<file path="config.mk">
export PLATFORM = sky130hd
export DESIGN_NAME = sel_src_watchdog
export DESIGN_NICKNAME = d
export VERILOG_FILES = /design/src/rtl/sswd_pkg.sv /design/src/rtl/sswd_tick_src.sv /design/src/rtl/sswd_prescaler.sv /design/src/rtl/sswd_stage_cnt.sv /design/src/rtl/sel_src_watchdog.sv
export SDC_FILE = /design/constraint.sdc
export NUM_CORES = 1
export LEC_CHECK = 0
export ABC_AREA = 1
export CORE_MARGIN = 5
export CORE_UTILIZATION = 40
export DETAILED_ROUTE_END_ITERATION = 8
export DONT_BUFFER_PORTS = 1
export SLEW_MARGIN = 20
export SYNTH_ARGS = -nofsm -noshare
export SYNTH_HDL_FRONTEND = slang
export SYNTH_SLANG_ARGS = --single-unit
export TNS_END_PERCENT = 100
</file>
<file path="constraint.sdc">
create_clock -name clk -period 1.55 [get_ports clk]
set_input_delay 0.155 -clock clk [delete_from_list [all_inputs] [get_ports clk]]
set_output_delay 0.155 -clock clk [all_outputs]
set_load 0.005 [all_outputs]
</file>
<file path="src/rtl/sswd_pkg.sv">
package sswd_pkg;

   // Count-source option codes; the two upper codes both mean the watchdog oscillator.
   typedef enum logic [1:0] {
      SRC_SYS4    = 2'b00,
      SRC_RTC     = 2'b01,
      SRC_WDO     = 2'b10,
      SRC_WDO_ALT = 2'b11
   } src_e;

   localparam int DEF_PRE_W    = 8;
   localparam int DEF_CNT_W    = 7;
   localparam int DEF_SEL_W    = 3;
   localparam int DEF_DIV_LOG2 = 2;

endpackage

</file>
<file path="src/rtl/sswd_tick_src.sv">
module sswd_tick_src
   import sswd_pkg::*;
#(
   parameter int DIV_LOG2 = DEF_DIV_LOG2
) (
   input  logic       clk,
   input  logic       rst_n,
   input  logic       clr_i,
   input  logic [1:0] src_i,
   input  logic       rtc_tick_i,
   input  logic       wdo_tick_i,
   output logic       tick_o
);

   logic sys_tick;

   generate
      if (DIV_LOG2 < 0) begin : g_bad_div
         $error("sswd_tick_src: DIV_LOG2 must not be negative");
      end

      if (DIV_LOG2 == 0) begin : g_no_div
         assign sys_tick = 1'b1;
      end else begin : g_div
         logic [DIV_LOG2-1:0] div_q;

         always_ff @(posedge clk or negedge rst_n) begin
            if (!rst_n)     div_q <= '0;
            else if (clr_i) div_q <= '0;
            else            div_q <= div_q + 1'b1;
         end

         assign sys_tick = &div_q;

         // The divided tick is never high on back-to-back cycles
         AST_SYS_SPACING: assert property (@(posedge clk) disable iff (!rst_n)
            (src_i == SRC_SYS4 && tick_o) |=> !(src_i == SRC_SYS4 && tick_o));
      end
   endgenerate

   always_comb begin
      case (src_e'(src_i))
         SRC_SYS4:             tick_o = sys_tick;
         SRC_RTC:              tick_o = rtc_tick_i;
         SRC_WDO, SRC_WDO_ALT: tick_o = wdo_tick_i;
         default:              tick_o = wdo_tick_i;
      endcase
   end

endmodule

</file>
<file path="src/rtl/sswd_prescaler.sv">
module sswd_prescaler
   import sswd_pkg::*;
#(
   parameter int PRE_W = DEF_PRE_W,
   parameter int SEL_W = DEF_SEL_W
) (
   input  logic             clk,
   input  logic             rst_n,
   input  logic             clr_i,
   input  logic             tick_i,
   input  logic [SEL_W-1:0] sel_i,
   output logic             step_o
);

   localparam int N_TAPS = 1 << SEL_W;

   generate
      if (N_TAPS > PRE_W) begin : g_bad_taps
         $error("sswd_prescaler: select reaches past the prescaler width");
      end
   endgenerate

   logic [PRE_W-1:0]  pre_q;
   logic [N_TAPS-1:0] tap_vec;
   logic [SEL_W-1:0]  sel_q;
   logic              tap_prev_q;
   logic              tap;
   logic              sel_chg;

   genvar gi;
   generate
      for (gi = 0; gi < N_TAPS; gi++) begin : g_tap
         assign tap_vec[gi] = pre_q[gi];
      end
   endgenerate

   assign tap     = tap_vec[sel_i];
   assign sel_chg = (sel_i != sel_q);
   // carry out of the chosen stage: it was 1 and is now 0, with no select change in between
   assign step_o  = tap_prev_q & ~tap & ~sel_chg & ~clr_i;

   always_ff @(posedge clk or negedge rst_n) begin
      if (!rst_n) begin
         pre_q      <= '0;
         tap_prev_q <= 1'b0;
         sel_q      <= '0;
      end else if (clr_i) begin
         pre_q      <= '0;
         tap_prev_q <= 1'b0;
         sel_q      <= sel_i;
      end else begin
         if (tick_i) pre_q <= pre_q + 1'b1;
         tap_prev_q <= tap;
         sel_q      <= sel_i;
      end
   end

   AST_PRE_CLEAR: assert property (@(posedge clk) disable iff (!rst_n)
      clr_i |=> (pre_q == '0));
   AST_NO_DOUBLE_STEP: assert property (@(posedge clk) disable iff (!rst_n)
      step_o |=> !step_o);
   AST_PRE_HOLD: assert property (@(posedge clk) disable iff (!rst_n)
      (!tick_i && !clr_i) |=> $stable(pre_q));

endmodule

</file>
<file path="src/rtl/sswd_stage_cnt.sv">
module sswd_stage_cnt
   import sswd_pkg::*;
#(
   parameter int CNT_W = DEF_CNT_W
) (
   input  logic             clk,
   input  logic             rst_n,
   input  logic             clr_i,
   input  logic             step_i,
   output logic [CNT_W-1:0] cnt_o,
   output logic             tmo_o
);

   localparam logic [CNT_W-1:0] CNT_MAX = '1;

   generate
      if (CNT_W < 2) begin : g_bad_cnt
         $error("sswd_stage_cnt: CNT_W must be at least 2");
      end
   endgenerate

   logic [CNT_W-1:0] cnt_q;
   logic             tmo_q;

   always_ff @(posedge clk or negedge rst_n) begin
      if (!rst_n) begin
         cnt_q <= '0;
         tmo_q <= 1'b0;
      end else if (clr_i) begin
         cnt_q <= '0;
         tmo_q <= 1'b0;
      end else begin
         tmo_q <= step_i && (cnt_q == CNT_MAX);
         if (step_i) cnt_q <= cnt_q + 1'b1;
      end
   end

   assign cnt_o = cnt_q;
   assign tmo_o = tmo_q;

   AST_TMO_AT_ZERO: assert property (@(posedge clk) disable iff (!rst_n)
      tmo_q |-> (cnt_q == '0));
   AST_CLR_WINS: assert property (@(posedge clk) disable iff (!rst_n)
      clr_i |=> (cnt_q == '0 && !tmo_q));
   AST_HOLD_NO_STEP: assert property (@(posedge clk) disable iff (!rst_n)
      (!step_i && !clr_i) |=> $stable(cnt_q));

endmodule

</file>
<file path="src/rtl/sel_src_watchdog.sv">
module sel_src_watchdog
   import sswd_pkg::*;
#(
   parameter int PRE_W    = DEF_PRE_W,
   parameter int CNT_W    = DEF_CNT_W,
   parameter int SEL_W    = DEF_SEL_W,
   parameter int DIV_LOG2 = DEF_DIV_LOG2
) (
   input  logic             clk,
   input  logic             rst_n,
   input  logic [1:0]       src_opt_i,
   input  logic             rtc_tick_i,
   input  logic             wdo_tick_i,
   input  logic [SEL_W-1:0] period_sel_i,
   input  logic             clr_i,
   output logic             tmo_o,
   output logic [CNT_W-1:0] cnt_o
);

   logic src_tick;
   logic step;

   sswd_tick_src #(.DIV_LOG2(DIV_LOG2)) u_src (
      .clk        (clk),
      .rst_n      (rst_n),
      .clr_i      (clr_i),
      .src_i      (src_opt_i),
      .rtc_tick_i (rtc_tick_i),
      .wdo_tick_i (wdo_tick_i),
      .tick_o     (src_tick)
   );

   sswd_prescaler #(.PRE_W(PRE_W), .SEL_W(SEL_W)) u_pre (
      .clk    (clk),
      .rst_n  (rst_n),
      .clr_i  (clr_i),
      .tick_i (src_tick),
      .sel_i  (period_sel_i),
      .step_o (step)
   );

   sswd_stage_cnt #(.CNT_W(CNT_W)) u_cnt (
      .clk    (clk),
      .rst_n  (rst_n),
      .clr_i  (clr_i),
      .step_i (step),
      .cnt_o  (cnt_o),
      .tmo_o  (tmo_o)
   );

   AST_TMO_ONE_CYCLE: assert property (@(posedge clk) disable iff (!rst_n)
      tmo_o |=> !tmo_o);
   AST_RESET_QUIET: assert property (@(negedge clk)
      !rst_n |-> (cnt_o == '0 && !tmo_o));

endmodule

</file>
==> impl_results.md <==
- Largest area contributor in the netlist: dfrtp_1
- DRC Markers: 0
- Post-CTS Setup Bufs: 0
- Resize count post-CTS: 0
- Pre-antenna DRT Iters: 4
- Initial antenna violation count: 0
- Cell Rows: 20
- WHS: around 0.12 ns
- Rel. slew slack: between 60% and 70%
- GRT overflow: 0
- DP Cell Count: 207
- WL/cell: 11.8 um
- Synth top cells by count: nand2_1, inv_1, dfrtp_1, nand3_1, nand4_1
- Ys async rst share: between 90% and 100%
- Top post-synthesis cells by area: dfrtp_1, nand2_1, nand3_1
- Area growth syn-to-layout: 13.6%
- Fillers: 314
- ANT nets after route: 0
- Die X: approximately 66 um
- Via count of the first global-routing pass: 1055
- Setup_tns: 0 ns
- Post-synth top area share: 44.3%
- Setup WS post-layout: 0.210 ns
- Post-Syn Nets: 176
- Tot Pwr: 1160 uW
- Gr usage total: 13.4%
- Crit. End Element: flop
- Power per cell area: 821 nW/um^2
- DP HPWL: between 1500 and 2000 um
- Yosys warnings: 0
- Critical Path AT: 1.58 ns
- H-tree depth: 1
- Setup violations, final: 0
- Leakage power: 0.000754 uW
- Routed wire length: 2570 um
- Clk sink count: 22
- Maximum vdd drop: between 300 and 400 uV
- First-pass GRT wire length: between 4000 and 5000 um
- CP Buf/Inv Count: 0
- Avg Cell Area, Syn: 7.62 um^2
- Seq/Total Area, Yosys: 44.3%
- HP Class: in2reg
- Seq cells post-synth: 22
- Final min period: ~1.3 ns
- Final Hold Fails: 0
- Ant. Diodes: 0
- Crit-path leading delay family: simple AND/OR/NAND/NOR gates
- Port Buffers: 0
- Primary FF master, synth: dfrtp_1
- Number of distinct library cells after synthesis: 19
- Gpl congestion: 0.854
- Initial DRC Count: between 40 and 50
- Status: finished clean
- Clk_skew: 0.00545 ns
- Clock Tree Root: clkbuf_4
- Clock tree buffer depth: 2
- I/O pins: 18
- CP Class: reg2reg
- Fin. max-slew vios: 0
- Num CTS Buffers: 3
- Clk Latency, worst-skew pair: approximately 0.31 ns
- Fin nets: about 190
- Via count: 1062
- Vias per Instance: a little under 5
- Crit-path most repeated cell: nand2_1
- CTS tree: built
- Initial Utilization: 41.0%
- Worst Path Max Fanout: 6
- Chip height: between 60 and 70 um
- Final std cells w/o fill: 217
- Max Freq: 0.746 GHz
- Post-synth EDFFs: 0
- Mapped Area: 1240 um^2
- Die area: 4320 um^2
- Crit-path slowest cell: dfrtp_1
- Fin crit share: 86.5%
- Placement Setup Slack: 0.228 ns
- Core footprint: ~3000 um^2
- Fraction of layout cells with a size suffix above 1: 8.09%
- Most numerous cell in the Yosys netlist: nand2_1
- WP data required: ~1.8 ns
- Largest net degree at the start of global routing: 23
- Tightest Pin Transition: 0.503 ns
- CP Launch Type: flop
- Clk slew on worst S/H paths: 0.13 ns
- Post-synthesis cell count: 163
- RSZ-0062 raised after global routing: no
- MaxCap Viol Count: 0
- CP Cell Sequence: ha_1 -> nand2_1 -> nand3_1 -> nand2_1 -> o21ai_0 -> a21oi_1
- Crit-path max cell delay: roughly 0.40 ns
per-layer routing:
layer | up-vias | track usage, % | share of wire [%]
met4 | 0 | 3.89 | 0.47
met5 | - | 0 | 0
met3 | 2 | 2.91 | 6.1
met2 | 28 | 20.2 | 43
met1 | 481 | 19.3 | 50
li1 | 551 | - | -
final cells by class:
class	instances	area [um^2]	area share, %
Multi-Input combinational cell	111	578	41.0
Sequential cell	22	551	39.0
Inverter	28	105	7.45
Timing Repair Buffer	8	70.1	4.96
Tap cell	44	55.1	3.90
Clock inverter	1	30.0	2.13
Clock buffer	3	22.5	1.60
sequential cells by signal, summed over array words and instances (netlist names):
name / flops
u_pre.pre_q: 8
u_cnt.cnt_o: 7
u_pre.sel_q: 3
u_src.g_div.div_q: 2
u_cnt.tmo_o: 1
u_pre.tap_prev_q: 1
worst min-delay path, stage by stage:
cell and delay [ns]:
inv_1 0.12, nand2_1 0.11, nor2_1 0.03
cell usage in the layout (no fill, tap or decap):
cell type,synthesis,final
inv_1,27,27
clkbuf_4,0,3
buf_4,0,2
dlygate4sd3_1,0,5
nor3_1,2,2
bufinv_16,0,1
nor2_4,1,1
buf_2,1,1
nand3_1,22,22
nor2_1,9,9
nand3_2,2,2
inv_2,1,1
dfrtp_1,22,22
nand2_4,2,2
nand2_1,42,42
xor2_1,3,3
o211ai_1,1,1
nand4_1,13,13
o21ai_0,8,8
ha_1,3,3
nor3_2,1,1
a21oi_1,2,2
path summary, 6_finish.rpt:
kind	start	slack [ns]	cells past startpoint	endpoint
max reg2reg	u_src.g_div.div_q[0]	0.21	6	u_pre.pre_q[2]
max	u_src.g_div.div_q[0]	0.21	6	u_pre.pre_q[2]
min reg2reg	u_src.g_div.div_q[0]	0.44	1	u_src.g_div.div_q[0]
max in group asynchronous	rst_n	0.88	2	u_src.g_div.div_q[0]
min	clr_i	0.12	3	u_pre.pre_q[7]
min in group asynchronous	rst_n	0.33	2	u_pre.sel_q[0]
stage by stage:
step,util [%],instance area [um^2]
after floorplan,-,1240
after CTS,46.4,1410
after global routing,46.6,1410
final,46.6,1410
after detailed placement,43.1,1300
after global placement,43.1,1300
power breakdown:
group | switching [uW] | total, uW | internal, uW
clock network | 188 | 449 | 261
logic | 72.4 | 110 | 37.9
registers | 9.83 | 599 | 589
timing repair:
item                                   4_1_cts  5_1_grt
hold buffers                                 5        1
setup endpoints to repair                    0        0
endpoints found under the hold margin       29       22
cells by family after synthesis:
kind of cell / share of synthesized area [%]
adder cells (fa/ha/maj): 3.02
buffers and inverters: 9.16
flip-flops: 44.3
XOR/XNOR: 2.12
AND/OR/NAND/NOR: 36.8
AO/OA/AOI/OAI: 4.63
Note: power is estimated with default switching activity, not from simulation.
